<file path="config.mk">
export PLATFORM = sky130hd
export DESIGN_NAME = prio_vic
export DESIGN_NICKNAME = d
export VERILOG_FILES = /design/src/rtl/prio_vic_pkg.sv /design/src/rtl/prio_vic_regs.sv /design/src/rtl/prio_vic_arb.sv /design/src/rtl/prio_vic_vec.sv /design/src/rtl/prio_vic.sv
export SDC_FILE = /design/constraint.sdc
export NUM_CORES = 1
export LEC_CHECK = 0
export BUFFER_PORTS_ARGS = -buffer_cell sky130_fd_sc_hd__buf_2
export CORE_UTILIZATION = 54
export DETAILED_ROUTE_END_ITERATION = 12
export HOLD_SLACK_MARGIN = 0.05
export PLACE_DENSITY = 0.76
export SLEW_MARGIN = 25
export SYNTH_ARGS = -nofsm -noshare
export SYNTH_HDL_FRONTEND = slang
export SYNTH_SLANG_ARGS = --single-unit
export TNS_END_PERCENT = 50
</file>
<file path="constraint.sdc">
create_clock -name clk -period 32.6 [get_ports clk]
set_input_delay 0 -clock clk [delete_from_list [all_inputs] [get_ports clk]]
set_output_delay 0 -clock clk [all_outputs]
set_load 0.005 [all_outputs]
</file>
<file path="src/rtl/prio_vic_pkg.sv">
package prio_vic_pkg;

    localparam int MAP_SRC    = 20;
    localparam int NUM_PREG   = 3;
    localparam int FIXED_LVL  = 7;

    localparam logic [7:0] OFF_PRIO0 = 8'h20;
    localparam logic [7:0] OFF_PRIO1 = 8'h24;
    localparam logic [7:0] OFF_PRIO2 = 8'h28;
    localparam logic [7:0] OFF_BASE  = 8'h2C;
    localparam logic [7:0] OFF_VEC   = 8'h30;

    typedef enum logic [0:0] {
        ST_IDLE   = 1'b0,
        ST_ASSERT = 1'b1
    } vic_state_e;

    // Register number holding the level of a source, or -1 when none.
    function automatic int fld_reg(input int idx);
        case (idx)
            5, 7, 8, 9, 10:          return 0;
            6, 11, 12, 13, 14, 15:   return 1;
            16, 17, 18, 19:          return 2;
            default:                 return -1;
        endcase
    endfunction

    // Least significant bit of the level field of a source.
    function automatic int fld_lsb(input int idx);
        case (idx)
            5:  return 4;
            6:  return 28;
            7:  return 12;
            8:  return 16;
            9:  return 20;
            10: return 24;
            11: return 8;
            12: return 12;
            13: return 16;
            14: return 20;
            15: return 24;
            16: return 0;
            17: return 4;
            18: return 8;
            19: return 12;
            default: return 0;
        endcase
    endfunction

    // Writable bits of one priority register, built from the field map.
    function automatic logic [31:0] preg_mask(input int r, input int lvl_w);
        logic [31:0] m;
        m = '0;
        for (int i = 0; i < MAP_SRC; i++) begin
            if (fld_reg(i) == r) begin
                for (int b = 0; b < lvl_w; b++) begin
                    m[fld_lsb(i) + b] = 1'b1;
                end
            end
        end
        return m;
    endfunction

endpackage

</file>
<file path="src/rtl/prio_vic_regs.sv">
module prio_vic_regs
    import prio_vic_pkg::*;
#(
    parameter int DATA_W = 32,
    parameter int ADDR_W = 8,
    parameter int LVL_W  = 3,
    parameter int BASE_W = 16
) (
    input  logic              clk,
    input  logic              rst_n,
    input  logic              bus_sel,
    input  logic              bus_wr,
    input  logic [ADDR_W-1:0] bus_addr,
    input  logic [DATA_W-1:0] bus_wdata,
    input  logic [DATA_W-1:0] vec_word,
    output logic [DATA_W-1:0] bus_rdata,
    output logic [DATA_W-1:0] prio_q [NUM_PREG],
    output logic [BASE_W-1:0] base_q
);

    localparam logic [DATA_W-1:0] MASK0 = DATA_W'(preg_mask(0, LVL_W));
    localparam logic [DATA_W-1:0] MASK1 = DATA_W'(preg_mask(1, LVL_W));
    localparam logic [DATA_W-1:0] MASK2 = DATA_W'(preg_mask(2, LVL_W));

    logic              wr_en;
    logic              rd_en;
    logic [DATA_W-1:0] rd_mux;

    assign wr_en = bus_sel && bus_wr;
    assign rd_en = bus_sel && !bus_wr;

    always_ff @(posedge clk) begin
        if (!rst_n) begin
            for (int k = 0; k < NUM_PREG; k++) begin
                prio_q[k] <= '0;
            end
            base_q <= '0;
        end else if (wr_en) begin
            case (bus_addr)
                ADDR_W'(OFF_PRIO0): prio_q[0] <= bus_wdata & MASK0;
                ADDR_W'(OFF_PRIO1): prio_q[1] <= bus_wdata & MASK1;
                ADDR_W'(OFF_PRIO2): prio_q[2] <= bus_wdata & MASK2;
                ADDR_W'(OFF_BASE):  base_q    <= bus_wdata[BASE_W-1:0];
                default: ;
            endcase
        end
    end

    always_comb begin
        case (bus_addr)
            ADDR_W'(OFF_PRIO0): rd_mux = prio_q[0];
            ADDR_W'(OFF_PRIO1): rd_mux = prio_q[1];
            ADDR_W'(OFF_PRIO2): rd_mux = prio_q[2];
            ADDR_W'(OFF_BASE):  rd_mux = DATA_W'(base_q);
            ADDR_W'(OFF_VEC):   rd_mux = vec_word;
            default:            rd_mux = '0;
        endcase
    end

    always_ff @(posedge clk) begin
        if (!rst_n) begin
            bus_rdata <= '0;
        end else if (rd_en) begin
            bus_rdata <= rd_mux;
        end
    end

endmodule

</file>
<file path="src/rtl/prio_vic_arb.sv">
module prio_vic_arb
    import prio_vic_pkg::*;
#(
    parameter int NUM_SRC = 20,
    parameter int DATA_W  = 32,
    parameter int LVL_W   = 3,
    parameter int IDX_W   = 5
) (
    input  logic [NUM_SRC-1:0] irq_req,
    input  logic [DATA_W-1:0]  prio_q [NUM_PREG],
    output logic [IDX_W-1:0]   win_idx,
    output logic               win_any
);

    localparam int RANK_W = LVL_W + 1;

    logic [RANK_W-1:0] rank [NUM_SRC];

    // Source 0 ranks below every level; unmapped sources sit at a fixed level.
    for (genvar i = 0; i < NUM_SRC; i++) begin : g_rank
        localparam int RI = fld_reg(i);
        localparam int LI = fld_lsb(i);
        if (i == 0) begin : g_floor
            assign rank[i] = {1'b1, {LVL_W{1'b0}}};
        end else if (RI < 0) begin : g_fixed
            assign rank[i] = {1'b0, LVL_W'(FIXED_LVL)};
        end else begin : g_prog
            assign rank[i] = {1'b0, prio_q[RI][LI +: LVL_W]};
        end
    end

    always_comb begin
        logic [RANK_W-1:0] best;
        best    = '1;
        win_idx = '0;
        win_any = 1'b0;
        for (int i = 0; i < NUM_SRC; i++) begin
            if (irq_req[i] && (!win_any || rank[i] < best)) begin
                best    = rank[i];
                win_idx = IDX_W'(i);
                win_any = 1'b1;
            end
        end
    end

endmodule

</file>
<file path="src/rtl/prio_vic_vec.sv">
module prio_vic_vec
    import prio_vic_pkg::*;
#(
    parameter int DATA_W = 32,
    parameter int IDX_W  = 5,
    parameter int BASE_W = 16
) (
    input  logic              clk,
    input  logic              rst_n,
    input  logic              win_any,
    input  logic [IDX_W-1:0]  win_idx,
    input  logic [BASE_W-1:0] base_q,
    output logic              irq_out,
    output logic [DATA_W-1:0] vec_word
);

    localparam int PAD_W = DATA_W - BASE_W - IDX_W - 2;

    vic_state_e       state_q;
    vic_state_e       state_d;
    logic [IDX_W-1:0] idx_q;

    always_comb begin
        state_d = state_q;
        unique case (state_q)
            ST_IDLE:   state_d = win_any ? ST_ASSERT : ST_IDLE;
            ST_ASSERT: state_d = win_any ? ST_ASSERT : ST_IDLE;
            default:   state_d = ST_IDLE;
        endcase
    end

    always_ff @(posedge clk) begin
        if (!rst_n) begin
            state_q <= ST_IDLE;
        end else begin
            state_q <= state_d;
        end
    end

    always_ff @(posedge clk) begin
        if (!rst_n) begin
            idx_q <= '0;
        end else begin
            idx_q <= win_any ? win_idx : '0;
        end
    end

    assign irq_out  = (state_q == ST_ASSERT);
    assign vec_word = {{PAD_W{1'b0}}, base_q, idx_q, 2'b00};

endmodule

</file>
<file path="src/rtl/prio_vic.sv">
module prio_vic
    import prio_vic_pkg::*;
#(
    parameter int NUM_SRC = 20,
    parameter int DATA_W  = 32,
    parameter int ADDR_W  = 8,
    parameter int LVL_W   = 3,
    parameter int BASE_W  = 16,
    localparam int IDX_W  = $clog2(NUM_SRC)
) (
    input  logic               clk,
    input  logic               rst_n,
    input  logic               bus_sel,
    input  logic               bus_wr,
    input  logic [ADDR_W-1:0]  bus_addr,
    input  logic [DATA_W-1:0]  bus_wdata,
    output logic [DATA_W-1:0]  bus_rdata,
    input  logic [NUM_SRC-1:0] irq_req,
    output logic               irq_out,
    output logic [DATA_W-1:0]  vec_word
);

    logic [DATA_W-1:0] prio_q [NUM_PREG];
    logic [BASE_W-1:0] base_q;
    logic [IDX_W-1:0]  win_idx;
    logic              win_any;

    prio_vic_regs #(
        .DATA_W (DATA_W),
        .ADDR_W (ADDR_W),
        .LVL_W  (LVL_W),
        .BASE_W (BASE_W)
    ) u_regs (
        .clk       (clk),
        .rst_n     (rst_n),
        .bus_sel   (bus_sel),
        .bus_wr    (bus_wr),
        .bus_addr  (bus_addr),
        .bus_wdata (bus_wdata),
        .vec_word  (vec_word),
        .bus_rdata (bus_rdata),
        .prio_q    (prio_q),
        .base_q    (base_q)
    );

    prio_vic_arb #(
        .NUM_SRC (NUM_SRC),
        .DATA_W  (DATA_W),
        .LVL_W   (LVL_W),
        .IDX_W   (IDX_W)
    ) u_arb (
        .irq_req (irq_req),
        .prio_q  (prio_q),
        .win_idx (win_idx),
        .win_any (win_any)
    );

    prio_vic_vec #(
        .DATA_W (DATA_W),
        .IDX_W  (IDX_W),
        .BASE_W (BASE_W)
    ) u_vec (
        .clk      (clk),
        .rst_n    (rst_n),
        .win_any  (win_any),
        .win_idx  (win_idx),
        .base_q   (base_q),
        .irq_out  (irq_out),
        .vec_word (vec_word)
    );

endmodule

</file>
-- Yosys cells after proc, flatten, opt, wreduce, memory -nomap -nowiden
Index checks and enable logic that the tools add are counted.
- $lt $le $gt $ge: 19
- equality and inequality tests: 5
- muxes and demuxes: 60
- bitwise gates (word level): 2
- reduce and logical (&&, ||, !) cells: 66
- operators with widths (operator ; count):
    case mux 31 bit (5 select lines) ; 1
    2-to-1 mux 4 bit ; 26
    < comparator 3 x 4 -> 1 bit ; 15
    == test 8 x 6 -> 1 bit, second input constant ; 5
    2-to-1 mux 1 bit ; 22
    logical AND 1 bit ; 21
    logical NOT 1 bit ; 20
    2-to-1 mux 5 bit ; 4
    logical OR 1 bit ; 19
    < comparator 3 x 4 -> 1 bit, first input constant ; 4
    2-to-1 mux 3 bit ; 5
    AND reduction 2 bit ; 5
    OR reduction 6 bit ; 1
    2-to-1 mux 2 bit ; 2
    NOT 1 bit ; 2
- register bits: 99
- input port bits: 64
- output and inout port bits: 65
- logic and storage cells: 160

-- Logic depth before layout (Yosys ltp)
- word-level depth: 79
- depth in mapped cells: 106
- depth with buffers taken out: 104

-- Modules after synthesis
A second synthesis with hierarchy kept.
- cell total of the unflattened synthesis: 918
- area total of the unflattened synthesis: 7258.2 sq um
- modules (own cells, without submodules) (module ; instances ; cells an instance ; area each (sq um) ; seq. area each (sq um)):
    prio_vic_regs ; 1 ; 497 ; 4322.9 ; 1861.8
    prio_vic_arb ; 1 ; 381 ; 2570.0 ; 0.0
    prio_vic_vec ; 1 ; 40 ; 365.4 ; 120.1

-- Worst setup path after synthesis
No wires, ideal clock.
- kind: input to register
- start: input irq_req[1]
- end: register u_vec.idx_q[4]
- library setup time: 0.074 ns
- arrival time: 17.903 ns
- required time: 32.526 ns
- slack: 14.623 ns
- stages: 97
- path buffers: 2
- path through: nor4_2 and2_1 ha_1 a21o_1 a21oi_1 o21ai_0 o21ai_0 ha_1 o21ai_0 a32o_1 a31oi_1 mux2i_1 inv_1 ha_1 nor2_1 nand3_1 o31ai_1 mux2i_1 [... 61 more ...] buf_2 mux2_2 inv_1 ha_1 a21boi_0 o31a_1 a32o_2 mux2i_1 ha_1 a21oi_1 o21ai_0 o21ai_2 mux2_1 ha_1 nor4b_1 nor2_1 or2_1 a31oi_1
- cells in the longest elaborated chain, start to end: 75
- elaborated cells on any way between the ends: 115
- classes of those cells: 18 x order compare; 41 x mux; 56 x reduce/logical
- RTL lines (element ; line ; source):
    start: declaration ; prio_vic.sv:18 ; input logic [NUM_SRC-1:0] irq_req,
    logical AND 1 bit (*) ; prio_vic_arb.sv:38 ; if (irq_req[i] && (!win_any || rank[i] < best)) begin
    2-to-1 mux 4 bit / 2-to-1 mux 1 bit (equally long branches) ; prio_vic_arb.sv:38 ;
    < comparator 3 x 4 -> 1 bit / logical NOT 1 bit (equally long branches) ; prio_vic_arb.sv:38 ;
    logical OR 1 bit ; prio_vic_arb.sv:38 ;
    logical AND 1 bit ; prio_vic_arb.sv:38 ;
    2-to-1 mux 4 bit / 2-to-1 mux 1 bit (equally long branches) ; prio_vic_arb.sv:38 ;
    < comparator 3 x 4 -> 1 bit / logical NOT 1 bit (equally long branches) ; prio_vic_arb.sv:38 ;
    logical OR 1 bit ; prio_vic_arb.sv:38 ;
    [... 59 more ...] ; - ;
    logical OR 1 bit ; prio_vic_arb.sv:38 ;
    logical AND 1 bit ; prio_vic_arb.sv:38 ;
    2-to-1 mux 4 bit / 2-to-1 mux 1 bit (equally long branches) ; prio_vic_arb.sv:38 ;
    < comparator 3 x 4 -> 1 bit / logical NOT 1 bit (equally long branches) ; prio_vic_arb.sv:38 ;
    logical OR 1 bit ; prio_vic_arb.sv:38 ;
    logical AND 1 bit ; prio_vic_arb.sv:38 ;
    2-to-1 mux 1 bit ; prio_vic_arb.sv:38 ;
    AND reduction 2 bit (no source line) ; - ;
    end signal: assignment ; prio_vic_vec.sv:44 ; idx_q <= win_any ? win_idx : '0;
    end: declaration ; prio_vic_vec.sv:21 ; logic [IDX_W-1:0] idx_q;
Mark *: on every way between the ends. The rest lies on a longest branch, timed or not.
A chain may end at the register's enable or synchronous reset.

-- Worst setup path after layout
- start: input irq_req[1]
- end: register u_vec.idx_q[3]
- cells in the longest elaborated chain, start to end: 76
- elaborated cells on any way between the ends: 120
- classes of those cells: 18 x order compare; 45 x mux; 1 x bitwise; 56 x reduce/logical
- RTL lines (element ; line):
    logical AND 1 bit (*) ; prio_vic_arb.sv:38
    2-to-1 mux 4 bit / 2-to-1 mux 1 bit (equally long branches) ; prio_vic_arb.sv:38
    < comparator 3 x 4 -> 1 bit / logical NOT 1 bit (equally long branches) ; prio_vic_arb.sv:38
    logical OR 1 bit ; prio_vic_arb.sv:38
    logical AND 1 bit ; prio_vic_arb.sv:38
    2-to-1 mux 4 bit / 2-to-1 mux 1 bit (equally long branches) ; prio_vic_arb.sv:38
    < comparator 3 x 4 -> 1 bit / logical NOT 1 bit (equally long branches) ; prio_vic_arb.sv:38
    logical OR 1 bit ; prio_vic_arb.sv:38
    [... 60 more ...] ; -
    logical AND 1 bit ; prio_vic_arb.sv:38
    2-to-1 mux 4 bit / 2-to-1 mux 1 bit (equally long branches) ; prio_vic_arb.sv:38
    < comparator 3 x 4 -> 1 bit / logical NOT 1 bit (equally long branches) ; prio_vic_arb.sv:38
    logical OR 1 bit ; prio_vic_arb.sv:38
    logical AND 1 bit ; prio_vic_arb.sv:38
    2-to-1 mux 1 bit ; prio_vic_arb.sv:38
    NOT 1 bit (no source line) ; -
    OR reduction 6 bit (no source line) ; -
Marked as above.

==> flow_summary.yaml <==
timing:
  holdWs_ns: 0.1045
  rsz0062_at_grt: "no"
  finClkSkew_ns: 0.006774
  setup_tns_ns: 0
  fmax_mhz: 49.02
  worst_slew_pin_slew_ns: 1.104
  relSlewSlack: 0.2625
  fin_crit_ns: 20.40
  hold_violations: 0
  finalCritPeriodShare: 0.6257
  setup_viol: 0
  final_max_slew_viol_count: 0
clock_network:
  cts.sinks: 96
  clk_pin_slew_ns: 0.07
  numCtsBuffers: 9
  cts_buffer_depth: 2
  htreeDepth: 3
  insertion_delay_ns: 0.35
  cts_tree: "yes"
  cts-root-buf: "clkbuf_16"
layout:
  final_layout_size_suffix_gt1_frac: 0.1857
  syn_to_final_growth_pct: 18.10
  final_cell_mix: "nand2_1 (185), buf_2 (110), dfxtp_1 (96), a21boi_0 (67), o21ai_0 (43)"
  fin_nets: 1028
  diodes: 0
  final_common_cell: "nand2_1"
  n_fill_cell: 961
setup_path:
  slowest_stage: "or3_2"
  crit_end: "u_vec.idx_q[3]"
  max_stage_delay_ns: 0.54
  crit_type: "primary input to flip-flop"
  end_kind: "flip-flop"
  cp.arrival_ns: 20.62
  r2r-start: "u_regs.prio_q[69]"
  reg2reg_slack_ns: 12.23
  startpoint_type: "primary input"
  critPathRequiredTime_ns: 32.82
  critPathMaxFanout: 12
  ff2ff_path_depth: 94
  worstReg2RegEnd: "u_vec.idx_q[3]"
  cp_common_cell: "ha_1"
  crit_start: "irq_req[1]"
global_route:
  grt_use_total: 0.3148
  grt_pass1_wl_mm: 31.11
  use_met1: 0.4263
  antenna_found_initial: 0
  busiest_layer: "met2"
  use_met2: 0.5077
  use_met3: 0.05796
  grt_pass1_vias: 5914
  gr-total-overflow: 0
  grt_max_degree: 92
detailed_routing:
  ant_nets: 0
  vias: 6544
  drc: 0
  routedWlPerCell_um: 17.60
  dr.first_iter.drc_count: 649
  dr.pass1.iters: 6
  wirelength_mm: 19.20
  via_per_inst: 5.998
place:
  dp_hpwl_mm: 14.06
  port_buffers: 110
  gp_congestion: 0.8933
floorplan:
  core_area_mm2: 0.01147
  num_rows: 39
  dieArea_mm2: 0.01228
  ios: 129
  die_w_um: 110.8
  initial_core_util: 0.5576
  die_height_um: 110.8
yosys:
  yosys-top-cells-area: "dfxtp_1 (30%), nand2_1 (11%), a21boi_0 (7.9%), ha_1 (4.1%), o21ai_0 (3.4%)"
  synth.yosys.seq_area_share: 0.3006
  synth-edff-count: 0
  synth_top_cell_area_share: 0.3006
  syn_inst: 834
  async_flop_share: 0
  yosysWarningCount: 0
  synth_ff_type: "dfxtp_1"
  synth_area_mm2: 0.006394
  yosysTopAreaCell: "dfxtp_1"
  ys_ff_latch: 96
  synth_cell_type_count: 78
  synth_area_per_cell_um2: 7.666
outcome:
  outcome: "finished, final reports clean"
power_and_ir_drop:
  p_leak_uw: 0.002984
  power_density_mw_per_mm2: 43.09
  ir_worst_vdd_v: 0.00002670
job:
  max_cap_violations: 0
min_path:
  min_path_type: "primary input to flip-flop"
sequential cells by signal (all words and copies together) (netlist names):
register          cells
u_regs.bus_rdata     29
u_vec.irq_out         1
u_regs.prio_q        45
u_vec.idx_q           5
u_regs.base_q        16
cells in the mapped netlist, drive strengths merged (4+ instances only):
cell,count
a21boi,68
nor3b,9
a222oi,4
dfxtp,96
or3,8
and2,20
nor4,4
nand2b,10
clkbuf,40
a31o,4
a31oi,18
o21a,8
buf,19
nand3b,4
a21oi,25
nand3,18
mux2,14
nor2b,17
nor4b,4
inv,33
nor3,6
nor2,39
a211oi,7
or2,7
mux2i,19
o21ai,51
a21o,5
ha,21
a221oi,13
a22oi,11
or4,6
nand2,185
and3,5
through the flow:
step | setup slack (ns) | util | std cells | cell area (um^2) | power (uW)
2_1_floorplan | 14.62 | - | 847 | 6442 | 184.2
3_3_place_gp | 12.16 | 0.6037 | 1046 | 6923 | 204.7
3_5_place_dp | 12.04 | 0.6039 | 1046 | 6925 | 205.3
4_1_cts | 12.31 | 0.6585 | 1091 | 7551 | 325.0
5_1_grt | 10.30 | 0.6585 | 1091 | 7551 | 339.8
6_report | 12.20 | 0.6585 | 1091 | 7551 | 325.4
routing by layer:
metal | part of all wire | wire length (um) | up-vias
met4 | 0.021 | 399 | 0
met5 | 0 | 0 | -
li1 | - | - | 3159
met1 | 0.44 | 8435 | 3071
met3 | 0.078 | 1494 | 40
met2 | 0.46 | 8871 | 274
critical path, delay by kind of cell:
kind	cells	cell delay, ns
AO/OA/AOI/OAI	36	8.15
multiplexers	11	2.88
AND/OR/NAND/NOR	26	5.29
buffers and inverters	9	0.67
adder cells (fa/ha/maj)	15	3.61
area by class of cell:
type	instances	area (um^2)	share of cell area
clock inverter	6	96.34	0.01276
tap	143	178.9	0.02370
clock buffer	10	239.0	0.03165
inverter	33	123.9	0.01640
sequential	96	1922	0.2545
multi-input combinational	659	4113	0.5447
timing repair buffer	144	878.3	0.1163
cell families after synthesis:
| group | after synthesis | share of synthesized area |
|---|---|---|
| buffers and inverters | 92 | 0.06516 |
| multiplexers | 33 | 0.05558 |
| adder cells (fa/ha/maj) | 23 | 0.04423 |
| other | 1 | 0.0005865 |
| AO/OA/AOI/OAI | 243 | 0.2771 |
| AND/OR/NAND/NOR | 346 | 0.2568 |
| flip-flops | 96 | 0.3006 |
timing repair:
action	4_1_cts	5_1_grt
endpoints found under the hold margin	63	0
setup buffers	0	0
hold buffers	29	0
resized for setup	0	0
power breakdown:
part	leakage [uW]	switching, uW	internal, uW
Sequential	0.000776	3.28	121
Clock	0.000162	48.0	70.4
Combinational	0.00205	46.2	36.1
Total	0.00298	97.5	228
how the worst min path moves through the flow:
stage / slack, ns / cells past startpoint / to / start
4_1_cts: 0.09 / 3 / u_vec.irq_out / irq_req[13]
5_1_grt: 0.15 / 3 / u_vec.irq_out / irq_req[13]
6_report: 0.10 / 3 / u_vec.irq_out / irq_req[13]
3_3_place_gp: 0.26 / 3 / u_regs.prio_q[61] / bus_wdata[29]
3_5_place_dp: 0.26 / 3 / u_regs.base_q[7] / bus_wdata[7]
2_1_floorplan: 0.14 / 2 / u_regs.prio_q[5] / bus_wdata[5]
Power figures use the tool's default switching activity.
